`src/rtl/tx_ring_pkg.sv`:
```
// Shared constants and types for the transmit descriptor ring walker.
package tx_ring_pkg;
    // Register byte offsets.
    localparam logic [7:0] OFS_BASE   = 8'h88;
    localparam logic [7:0] OFS_START  = 8'hA0;
    localparam logic [7:0] OFS_IEN    = 8'hAC;
    localparam logic [7:0] OFS_STAT   = 8'hB0;
    localparam logic [7:0] OFS_CUR    = 8'hCC;
    localparam logic [7:0] OFS_BUF    = 8'hD0;

    // Status bit positions.
    localparam int ST_DONE    = 18;
    localparam int ST_UNAVAIL = 23;
    localparam int ST_BUSERR  = 24;

    // Control word bit positions.
    localparam int CW_PAD   = 0;
    localparam int CW_CRC   = 1;
    localparam int CW_IRQ   = 2;
    localparam int CW_OWNER = 31;

    // Length/status word bit position.
    localparam int LS_OK = 19;

    typedef enum logic [2:0] {
        S_IDLE, S_RD_CTL, S_RD_BUF, S_RD_LEN, S_RD_LINK,
        S_XMIT, S_WB_LEN, S_WB_CTL
    } walk_state_t;
endpackage

```
`src/rtl/tx_ring_regs.sv`:
```
// Register file of the ring walker: base, enable mask and status with
// write-one-to-clear, plus the read mux. Assumes events are single-cycle
// pulses; a set from an event wins over a clear in the same cycle.
module tx_ring_regs
    import tx_ring_pkg::*;
#(
    parameter int DW = 32,
    parameter int RW = 8
) (
    input  logic          clk,
    input  logic          rst_n,
    input  logic          cfg_we,
    input  logic [RW-1:0] cfg_addr,
    input  logic [DW-1:0] cfg_wdata,
    output logic [DW-1:0] cfg_rdata,
    input  logic          ev_done,
    input  logic          ev_unavail,
    input  logic          ev_berr,
    input  logic [DW-1:0] cur_addr,
    input  logic [DW-1:0] buf_addr,
    output logic          start_pulse,
    output logic          base_load,
    output logic [DW-1:0] base_val,
    output logic          irq
);
    logic [DW-1:0] base_q, ien_q, stat_q, set_v;

    assign start_pulse = cfg_we && (cfg_addr == OFS_START) && cfg_wdata[0];
    assign base_load   = cfg_we && (cfg_addr == OFS_BASE);
    assign base_val    = cfg_wdata;

    // Collect this cycle's event bits.
    always_comb begin
        set_v = '0;
        set_v[ST_DONE]    = ev_done;
        set_v[ST_UNAVAIL] = ev_unavail;
        set_v[ST_BUSERR]  = ev_berr;
    end

    // Hold base, enable and status registers.
    always_ff @(posedge clk) begin
        if (!rst_n) begin
            base_q <= '0;
            ien_q  <= '0;
            stat_q <= '0;
        end else begin
            if (base_load) base_q <= cfg_wdata;
            if (cfg_we && cfg_addr == OFS_IEN) ien_q <= cfg_wdata;
            if (cfg_we && cfg_addr == OFS_STAT)
                stat_q <= (stat_q & ~cfg_wdata) | set_v;
            else
                stat_q <= stat_q | set_v;
        end
    end

    // Read mux.
    always_comb begin
        case (cfg_addr)
            OFS_BASE: cfg_rdata = base_q;
            OFS_IEN:  cfg_rdata = ien_q;
            OFS_STAT: cfg_rdata = stat_q;
            OFS_CUR:  cfg_rdata = cur_addr;
            OFS_BUF:  cfg_rdata = buf_addr;
            default:  cfg_rdata = '0;
        endcase
    end

    assign irq = |(stat_q & ien_q);

    AST_EVENT_STICKS: assert property (@(posedge clk) disable iff (!rst_n)
        ev_unavail |=> stat_q[ST_UNAVAIL]);
endmodule

```
`src/rtl/tx_ring_seq.sv`:
```
// Descriptor walk sequencer. Fetches the four descriptor words, hands an
// owned frame to the transmit engine, writes back status and the control
// word with ownership cleared, then follows the link. Assumes read data and
// error are valid in the grant cycle and tx_done is a one-cycle pulse.
module tx_ring_seq
    import tx_ring_pkg::*;
#(
    parameter int DW      = 32,
    parameter int LW      = 16,
    parameter int LEN_MAX = 1514
) (
    input  logic          clk,
    input  logic          rst_n,
    input  logic          start_pulse,
    input  logic          base_load,
    input  logic [DW-1:0] base_val,
    output logic          mem_req,
    output logic          mem_we,
    output logic [DW-1:0] mem_addr,
    output logic [DW-1:0] mem_wdata,
    input  logic          mem_gnt,
    input  logic [DW-1:0] mem_rdata,
    input  logic          mem_err,
    output logic          tx_req,
    output logic [DW-1:0] tx_buf,
    output logic [LW-1:0] tx_len,
    output logic          tx_pad,
    output logic          tx_crc,
    input  logic          tx_done,
    input  logic          tx_ok,
    output logic          ev_done,
    output logic          ev_unavail,
    output logic          ev_berr,
    output logic [DW-1:0] cur_addr,
    output logic [DW-1:0] buf_addr
);
    localparam int WB = DW / 8;
    localparam logic [LW-1:0] CAP = LW'(LEN_MAX);

    walk_state_t   state;
    logic [DW-1:0] cur_q, buf_q, ctl_q, len_q, link_q;
    logic          ok_q, acc_ok;

    assign acc_ok = mem_gnt && !mem_err;

    // Walk state and captured descriptor words.
    always_ff @(posedge clk) begin
        if (!rst_n) begin
            state  <= S_IDLE;
            cur_q  <= '0;
            buf_q  <= '0;
            ctl_q  <= '0;
            len_q  <= '0;
            link_q <= '0;
            ok_q   <= 1'b0;
        end else begin
            case (state)
                S_IDLE: begin
                    if (base_load) cur_q <= base_val;
                    if (start_pulse) state <= S_RD_CTL;
                end
                S_RD_CTL: if (mem_gnt) begin
                    if (mem_err || !mem_rdata[CW_OWNER]) state <= S_IDLE;
                    else begin ctl_q <= mem_rdata; state <= S_RD_BUF; end
                end
                S_RD_BUF: if (mem_gnt) begin
                    if (mem_err) state <= S_IDLE;
                    else begin buf_q <= mem_rdata; state <= S_RD_LEN; end
                end
                S_RD_LEN: if (mem_gnt) begin
                    if (mem_err) state <= S_IDLE;
                    else begin len_q <= mem_rdata; state <= S_RD_LINK; end
                end
                S_RD_LINK: if (mem_gnt) begin
                    if (mem_err) state <= S_IDLE;
                    else begin link_q <= mem_rdata; state <= S_XMIT; end
                end
                S_XMIT: if (tx_done) begin
                    ok_q  <= tx_ok;
                    state <= S_WB_LEN;
                end
                S_WB_LEN: if (mem_gnt) state <= mem_err ? S_IDLE : S_WB_CTL;
                S_WB_CTL: if (mem_gnt) begin
                    if (mem_err) state <= S_IDLE;
                    else begin cur_q <= link_q; state <= S_RD_CTL; end
                end
                default: state <= S_IDLE;
            endcase
        end
    end

    // Memory request address, direction and write data per state.
    always_comb begin
        mem_req   = 1'b1;
        mem_we    = 1'b0;
        mem_wdata = '0;
        mem_addr  = cur_q;
        case (state)
            S_RD_CTL:  mem_addr = cur_q;
            S_RD_BUF:  mem_addr = cur_q + DW'(WB);
            S_RD_LEN:  mem_addr = cur_q + DW'(2 * WB);
            S_RD_LINK: mem_addr = cur_q + DW'(3 * WB);
            S_WB_LEN: begin
                mem_we    = 1'b1;
                mem_addr  = cur_q + DW'(2 * WB);
                mem_wdata = DW'(len_q[LW-1:0]);
                mem_wdata[LS_OK] = ok_q;
            end
            S_WB_CTL: begin
                mem_we    = 1'b1;
                mem_wdata = ctl_q;
                mem_wdata[CW_OWNER] = 1'b0;
            end
            default: mem_req = 1'b0;
        endcase
    end

    assign tx_req = (state == S_XMIT);
    assign tx_buf = buf_q;
    assign tx_len = (len_q[LW-1:0] > CAP) ? CAP : len_q[LW-1:0];
    assign tx_pad = ctl_q[CW_PAD];
    assign tx_crc = ctl_q[CW_CRC];

    assign ev_berr    = mem_req && mem_gnt && mem_err;
    assign ev_unavail = (state == S_RD_CTL) && acc_ok && !mem_rdata[CW_OWNER];
    assign ev_done    = (state == S_WB_CTL) && acc_ok && ctl_q[CW_IRQ];
    assign cur_addr   = cur_q;
    assign buf_addr   = buf_q;

    AST_MEM_HOLD: assert property (@(posedge clk) disable iff (!rst_n)
        mem_req && !mem_gnt |=> mem_req && $stable(mem_addr));
    AST_UNAVAIL_STOP: assert property (@(posedge clk) disable iff (!rst_n)
        ev_unavail |=> !mem_req && !tx_req);
    AST_BERR_STOP: assert property (@(posedge clk) disable iff (!rst_n)
        ev_berr |=> !mem_req && !tx_req);
endmodule

```
`src/rtl/tx_ring_walker.sv`:
```
// Top of the transmit descriptor ring walker: joins the register file and
// the walk sequencer. Assumes a single-word memory port whose read data and
// error flag arrive with the grant.
module tx_ring_walker
    import tx_ring_pkg::*;
#(
    parameter int DW      = 32,
    parameter int RW      = 8,
    parameter int LW      = 16,
    parameter int LEN_MAX = 1514
) (
    input  logic          clk,
    input  logic          rst_n,
    input  logic          cfg_we,
    input  logic [RW-1:0] cfg_addr,
    input  logic [DW-1:0] cfg_wdata,
    output logic [DW-1:0] cfg_rdata,
    output logic          mem_req,
    output logic          mem_we,
    output logic [DW-1:0] mem_addr,
    output logic [DW-1:0] mem_wdata,
    input  logic          mem_gnt,
    input  logic [DW-1:0] mem_rdata,
    input  logic          mem_err,
    output logic          tx_req,
    output logic [DW-1:0] tx_buf,
    output logic [LW-1:0] tx_len,
    output logic          tx_pad,
    output logic          tx_crc,
    input  logic          tx_done,
    input  logic          tx_ok,
    output logic          irq
);
    logic          start_pulse, base_load, ev_done, ev_unavail, ev_berr;
    logic [DW-1:0] base_val, cur_addr, buf_addr;

    tx_ring_regs #(.DW(DW), .RW(RW)) u_regs (
        .clk(clk), .rst_n(rst_n), .cfg_we(cfg_we), .cfg_addr(cfg_addr),
        .cfg_wdata(cfg_wdata), .cfg_rdata(cfg_rdata), .ev_done(ev_done),
        .ev_unavail(ev_unavail), .ev_berr(ev_berr), .cur_addr(cur_addr),
        .buf_addr(buf_addr), .start_pulse(start_pulse), .base_load(base_load),
        .base_val(base_val), .irq(irq)
    );

    tx_ring_seq #(.DW(DW), .LW(LW), .LEN_MAX(LEN_MAX)) u_seq (
        .clk(clk), .rst_n(rst_n), .start_pulse(start_pulse),
        .base_load(base_load), .base_val(base_val), .mem_req(mem_req),
        .mem_we(mem_we), .mem_addr(mem_addr), .mem_wdata(mem_wdata),
        .mem_gnt(mem_gnt), .mem_rdata(mem_rdata), .mem_err(mem_err),
        .tx_req(tx_req), .tx_buf(tx_buf), .tx_len(tx_len), .tx_pad(tx_pad),
        .tx_crc(tx_crc), .tx_done(tx_done), .tx_ok(tx_ok), .ev_done(ev_done),
        .ev_unavail(ev_unavail), .ev_berr(ev_berr), .cur_addr(cur_addr),
        .buf_addr(buf_addr)
    );

    AST_TX_HOLD: assert property (@(posedge clk) disable iff (!rst_n)
        tx_req && !tx_done |=> tx_req && $stable(tx_buf) && $stable(tx_len));
    AST_LEN_CAP: assert property (@(posedge clk) disable iff (!rst_n)
        tx_req |-> tx_len <= LW'(LEN_MAX));
    AST_NO_OVERLAP: assert property (@(posedge clk) disable iff (!rst_n)
        !(tx_req && mem_req));
endmodule

```
`config.mk`:
```
export PLATFORM = sky130hd
export DESIGN_NAME = tx_ring_walker
export DESIGN_NICKNAME = d
export VERILOG_FILES = /design/src/rtl/tx_ring_pkg.sv /design/src/rtl/tx_ring_regs.sv /design/src/rtl/tx_ring_seq.sv /design/src/rtl/tx_ring_walker.sv
export SDC_FILE = /design/constraint.sdc
export NUM_CORES = 1
export LEC_CHECK = 0
export BUFFER_PORTS_ARGS = -buffer_cell sky130_fd_sc_hd__buf_2
export CAP_MARGIN = 20
export CORE_MARGIN = 4
export CORE_UTILIZATION = 61
export DETAILED_ROUTE_END_ITERATION = 10
export PLACE_DENSITY_LB_ADDON = 0.2
export SYNTH_ARGS = -nofsm -noshare
export SYNTH_HDL_FRONTEND = slang
export SYNTH_HIERARCHICAL = 1
export SYNTH_SLANG_ARGS = --single-unit
```
`constraint.sdc`:
```
create_clock -name clk -period 6.35 [get_ports clk]
set_clock_uncertainty 0.05 [all_clocks]
set_input_delay 0.3175 -clock clk [delete_from_list [all_inputs] [get_ports clk]]
set_output_delay 0.3175 -clock clk [all_outputs]
set_load 0.01 [all_outputs]
```
After elaboration in Yosys (flattened, before gate mapping) --
Index checks and enable logic that the tools add are counted.
Operators by class: add/subtract/negate cells 3, $mul 0, divide/modulo/power cells 0, order comparisons 1, equal/unequal tests 23, shift-type cells 0, mux-type cells 26, bitwise logic cells 7, reductions and logical operators 28
Operators with widths (number):
- 32-bit one-hot mux with 5 select lines | 1
- 32-bit 2-to-1 mux | 4
- 32-bit one-hot mux with 3 select lines | 1
- 32-bit by 4-bit adder with 32-bit output, second input constant | 2
- 32-bit bitwise AND | 2
- 32-bit by 25-bit OR with 32-bit output | 2
- 32-bit one-hot mux with 2 select lines | 1
- 31-bit one-hot mux with 2 select lines | 1
- 8-bit equality test, second input constant | 6
- 3-bit 2-to-1 mux | 11
- 32-bit by 3-bit adder with 32-bit output, second input constant | 1
- 32-bit inverter | 1
- 32-bit OR reduction | 1
- 3-bit one-hot mux with 8 select lines | 1
- 2-bit inequality test, second input constant | 9
- 16-bit by 11-bit greater-than comparator with 1-bit output, second input constant | 1
- 16-bit 2-to-1 mux | 1
- 3-bit equality test, second input constant | 4
- 1-bit logical AND | 12
- 3-bit AND reduction | 4
- 8-bit AND reduction | 1
- 3-bit by 2-bit equality test with 1-bit output, second input constant | 2
- 6-bit OR reduction | 1
- 2-bit 2-to-1 mux | 2
- other kinds (11) | 16
Storage, ports and cells: register bits after elaboration 243, latch bits 0, memory bits (writable) 0, memory bits (read-only) 0, output and inout port bits 150, logic and storage cells 98, memories kept 0

Longest topological paths before layout --
word-level depth 7, mapped depth 11

Hierarchy --
Netlist, hierarchy kept.
Modules (own cells, without submodules):
- tx_ring_seq | instances 1, cells each 957, area an instance 7405.9 um^2
- tx_ring_regs | instances 1, cells each 578, area an instance 4944.7 um^2

Worst setup path after synthesis --
Ideal clock, no wire load.
path kind register -> output, start reg u_seq.state[1], end out mem_addr[24], arrival 2.002 ns, data required time 5.983 ns, setup slack 3.980 ns, cell stages (with the launch flop) 11, buffers on the path 1, cells stage by stage dfxtp_1 > nand2b_1 > nor2_1 > xnor2_1 > ha_1 > nand2b_1 > a21oi_1 > o21ai_0 > buf_2 > nor3_1 > xor2_1
On the way: longest elaborated chain between the ends 3, elaborated cells between the ends (all ways) 6, those cells by class eq/ne (4); mux (1); reduce/logical (1)
RTL lines:
- from (decl) | RTL line tx_ring_seq.sv:40 | walk_state_t state;
- from (signal assigned) | RTL line tx_ring_seq.sv:82 | S_WB_LEN: if (mem_gnt) state <= mem_err ? S_IDLE : S_WB_CTL;
- 3-bit by 2-bit equality test with 1-bit output or 3-bit equality test (tied branches) | RTL line tx_ring_seq.sv:98 | case (state)
- 2-bit OR reduction (no line)
- 32-bit one-hot mux with 3 select lines * | RTL line tx_ring_seq.sv:98
- to (decl) | RTL line tx_ring_walker.sv:20 | output logic [DW-1:0] mem_addr,
Mark *: on every way between the ends. The rest lies on a longest branch, timed or not.

Worst setup path in the final report --
start reg u_seq.state[2], end out mem_addr[24]
Same word-level chain as after synthesis.

==> impl_metrics.ini <==
[worst_setup_path]
cp-end-kind = primary output
cp_cell_sequence = nand2b_1, nor2_1, xnor2_1, ha_1, nand2_1, o22ai_1, o21ai_2, nor3_1, xor2_1, buf_2
path_buf_inv = 1
critPathKind = reg -> out
cpPeakStageDelay_ns = 0.83
cp_data_arrival_time_ns = 3.64
path_delay_family = compound AO/OA/AOI/OAI gates
critPathRequiredTime_ns = 5.98
cpMaxStageDelayCell = o21ai_2
critPathLaunchType = flop
cp_max_fo = 22

[timing]
hold_violations = 0
worst_pin_slew_ns = 1.067
setup_viol = 0
max_freq_mhz = 249.7
period_needed_ns = 4.004
period_share_pct = 63.06
setup-tns-final_ns = 0
drv_slew = 0
maxSlewHeadroom_pct = 28.86
rsz0062_at_grt = false

[final_layout]
final_nets = 1735
final_core_util_pct = 71.84
mostFrequentLayoutCells = nand2_1 (413), dfxtp_1 (243), buf_2 (221)
diodes = 0
syn_to_final_growth_pct = 14.70
drive_above_1_share_pct = 17.66
final_common_cell = nand2_1

[clocking]
clock_latency_ns = 0.54
root_buffer = clkbuf_16
cts_inserted_buffers = 25
cts_max_level = 1
hold_buffers = 28
cts_resized = 0
cts_tree = built
path_clk_slew_ns = 0.06
cts.sinks = 243
post_cts_buffers = 0
clock_path_buffers = 3

[detailed_routing]
viasPerCell = 6.146
dr.first_iter.drc_count = 1723
postRouteAntennaNets = 0
dr.pass1.iters = 6
drcViolationCount = 0
vias = 11893
routed_wirelength_mm = 41.11
wl_per_cell_um = 21.24

[placed_design]
port_buffers = 222
routabilityCongestion = 0.9537
hpwl_mm = 27.59

[synthesis]
synthArstFlopShare_pct = 0
netlist_area_um2 = 12350
yosysUniqueCellTypes = 61
syn_inst = 1535
yosysSeqAreaShare_pct = 39.39
synth_seq_cells = 243
syn_avg_cell_area_um2 = 8.046
yosys_warnings = 6
synthFlopType = dfxtp_1
synth_edf_count = 0

[die]
rows = 51
fp.dieArea_um2 = 22590
core-area_um2 = 19720
die_h_um = 150.3
die_x_um = 150.3
start_util_pct = 62.64
io_pins = 229

[power]
peakVddDrop_mv = 0.1920
p_leak_nw = 6.136
finalPower_w = 0.003177
cellPowerDensity_nw_per_um2 = 224.3

[run]
drv_cap = 0

[global_routing]
grt_pass1_wl_mm = 61.67
grt_max_degree = 184
antenna_found_initial = 0
grt_usage_pct = 35.00
grt_pass1_vias = 10859
overflow = 0

[worst_hold_path]
worst_hold_path_type = in -> reg

[status]
status = finished clean
[layer usage]
layer / share of wire, % / routed length, µm / GRT usage (%)
met1: 38 / 15680 / 47.25
met2: 45 / 18310 / 53.98
met3: 12 / 4932 / 7.285
met4: 5.3 / 2187 / 16.10
met5: 0 / 0 / 0
[per-stage QoR]
step	hold slack (ns)	instances	cell area [µm²]	setup slack, ns
after global routing	0.001083	1935	14170	2.161
after floorplan	0.3545	1540	12370	3.980
after global placement	0.3820	1860	12960	3.159
after detailed placement	0.3886	1861	12990	3.063
after CTS	0.0003132	1932	14100	2.490
final	0.01192	1935	14170	2.346
[worst min-delay path: stages]
cell and delay [ns]:
buf_2 0.12, nand2_1 0.05, a21boi_0 0.06
[power breakdown]
part           internal, W  switching [W]
clock network     0.000889       0.000620
logic            0.0000549      0.0000870
registers          0.00153     0.00000134
total              0.00247       0.000708
[area by class of cell]
class	instances	area, µm²
clock inverters	5	90.09
clock buffers	38	744.5
well taps	265	331.6
repair buffers	271	1615
inverters	17	63.81
flip-flops and latches	243	4865
multi-input cells	1096	6456
fillers	1586	5552
[cell usage after synthesis (5+ instances only)]
| master | number | area (µm²) |
|---|---|---|
| a32oi_1 | 7 | 61.31 |
| nand3_1 | 46 | 230.2 |
| a22o_1 | 16 | 140.1 |
| nor2b_1 | 37 | 231.5 |
| buf_2 | 36 | 180.2 |
| nand4_1 | 9 | 56.30 |
| nor3_1 | 12 | 60.06 |
| o211ai_1 | 6 | 45.04 |
| and2_1 | 18 | 112.6 |
| a21boi_0 | 116 | 870.8 |
| a31oi_1 | 5 | 31.28 |
| nor4_1 | 6 | 37.54 |
| a22oi_1 | 72 | 540.5 |
| inv_1 | 16 | 60.06 |
| o22ai_1 | 10 | 62.56 |
| clkbuf_1 | 68 | 255.2 |
| o211a_1 | 32 | 320.3 |
| a21oi_1 | 38 | 190.2 |
| mux2i_1 | 51 | 510.5 |
| buf_4 | 75 | 563.0 |
| nor2_1 | 42 | 157.7 |
| xnor2_1 | 7 | 61.31 |
| a21o_1 | 7 | 52.55 |
| nand2b_1 | 11 | 68.82 |
| a21boi_1 | 30 | 225.2 |
| and3_1 | 7 | 43.79 |
| dfxtp_1 | 243 | 4865 |
| o21ai_0 | 25 | 125.1 |
| nand2_1 | 413 | 1550 |
| xor2_1 | 22 | 192.7 |
[sequential cells by signal, indices dropped and copies added, names as in the netlist]
signal          count
u_seq/ok_q          1
u_regs/ien_q       32
u_regs/base_q      32
u_seq/state         3
u_seq/link_q       32
u_seq/len_q        16
u_seq/buf_addr     32
u_seq/cur_addr     32
u_regs/stat_q      32
u_seq/ctl_q        31
[worst paths after layout]
kind | start | end | slack (ns) | depth (start not counted)
setup / recovery | u_seq/state[2] | mem_addr[24] | 2.35 | 10
hold reg to reg | u_regs/stat_q[30] | u_regs/stat_q[30] | 0.40 | 2
hold / removal | mem_rdata[23] | u_seq/buf_addr[23] | 0.01 | 3
setup reg to reg | u_seq/state[1] | u_regs/stat_q[18] | 3.57 | 6
[cells by family after synthesis]
kind of cell	synth area share, %
other cells	0.03036
compound gates	22.51
fa+ha+maj	0.2026
simple gates	22.92
flops	39.39
mux	4.133
buf+inv	8.763
xor+xnor	2.057
Power figures use the tool's default switching activity.
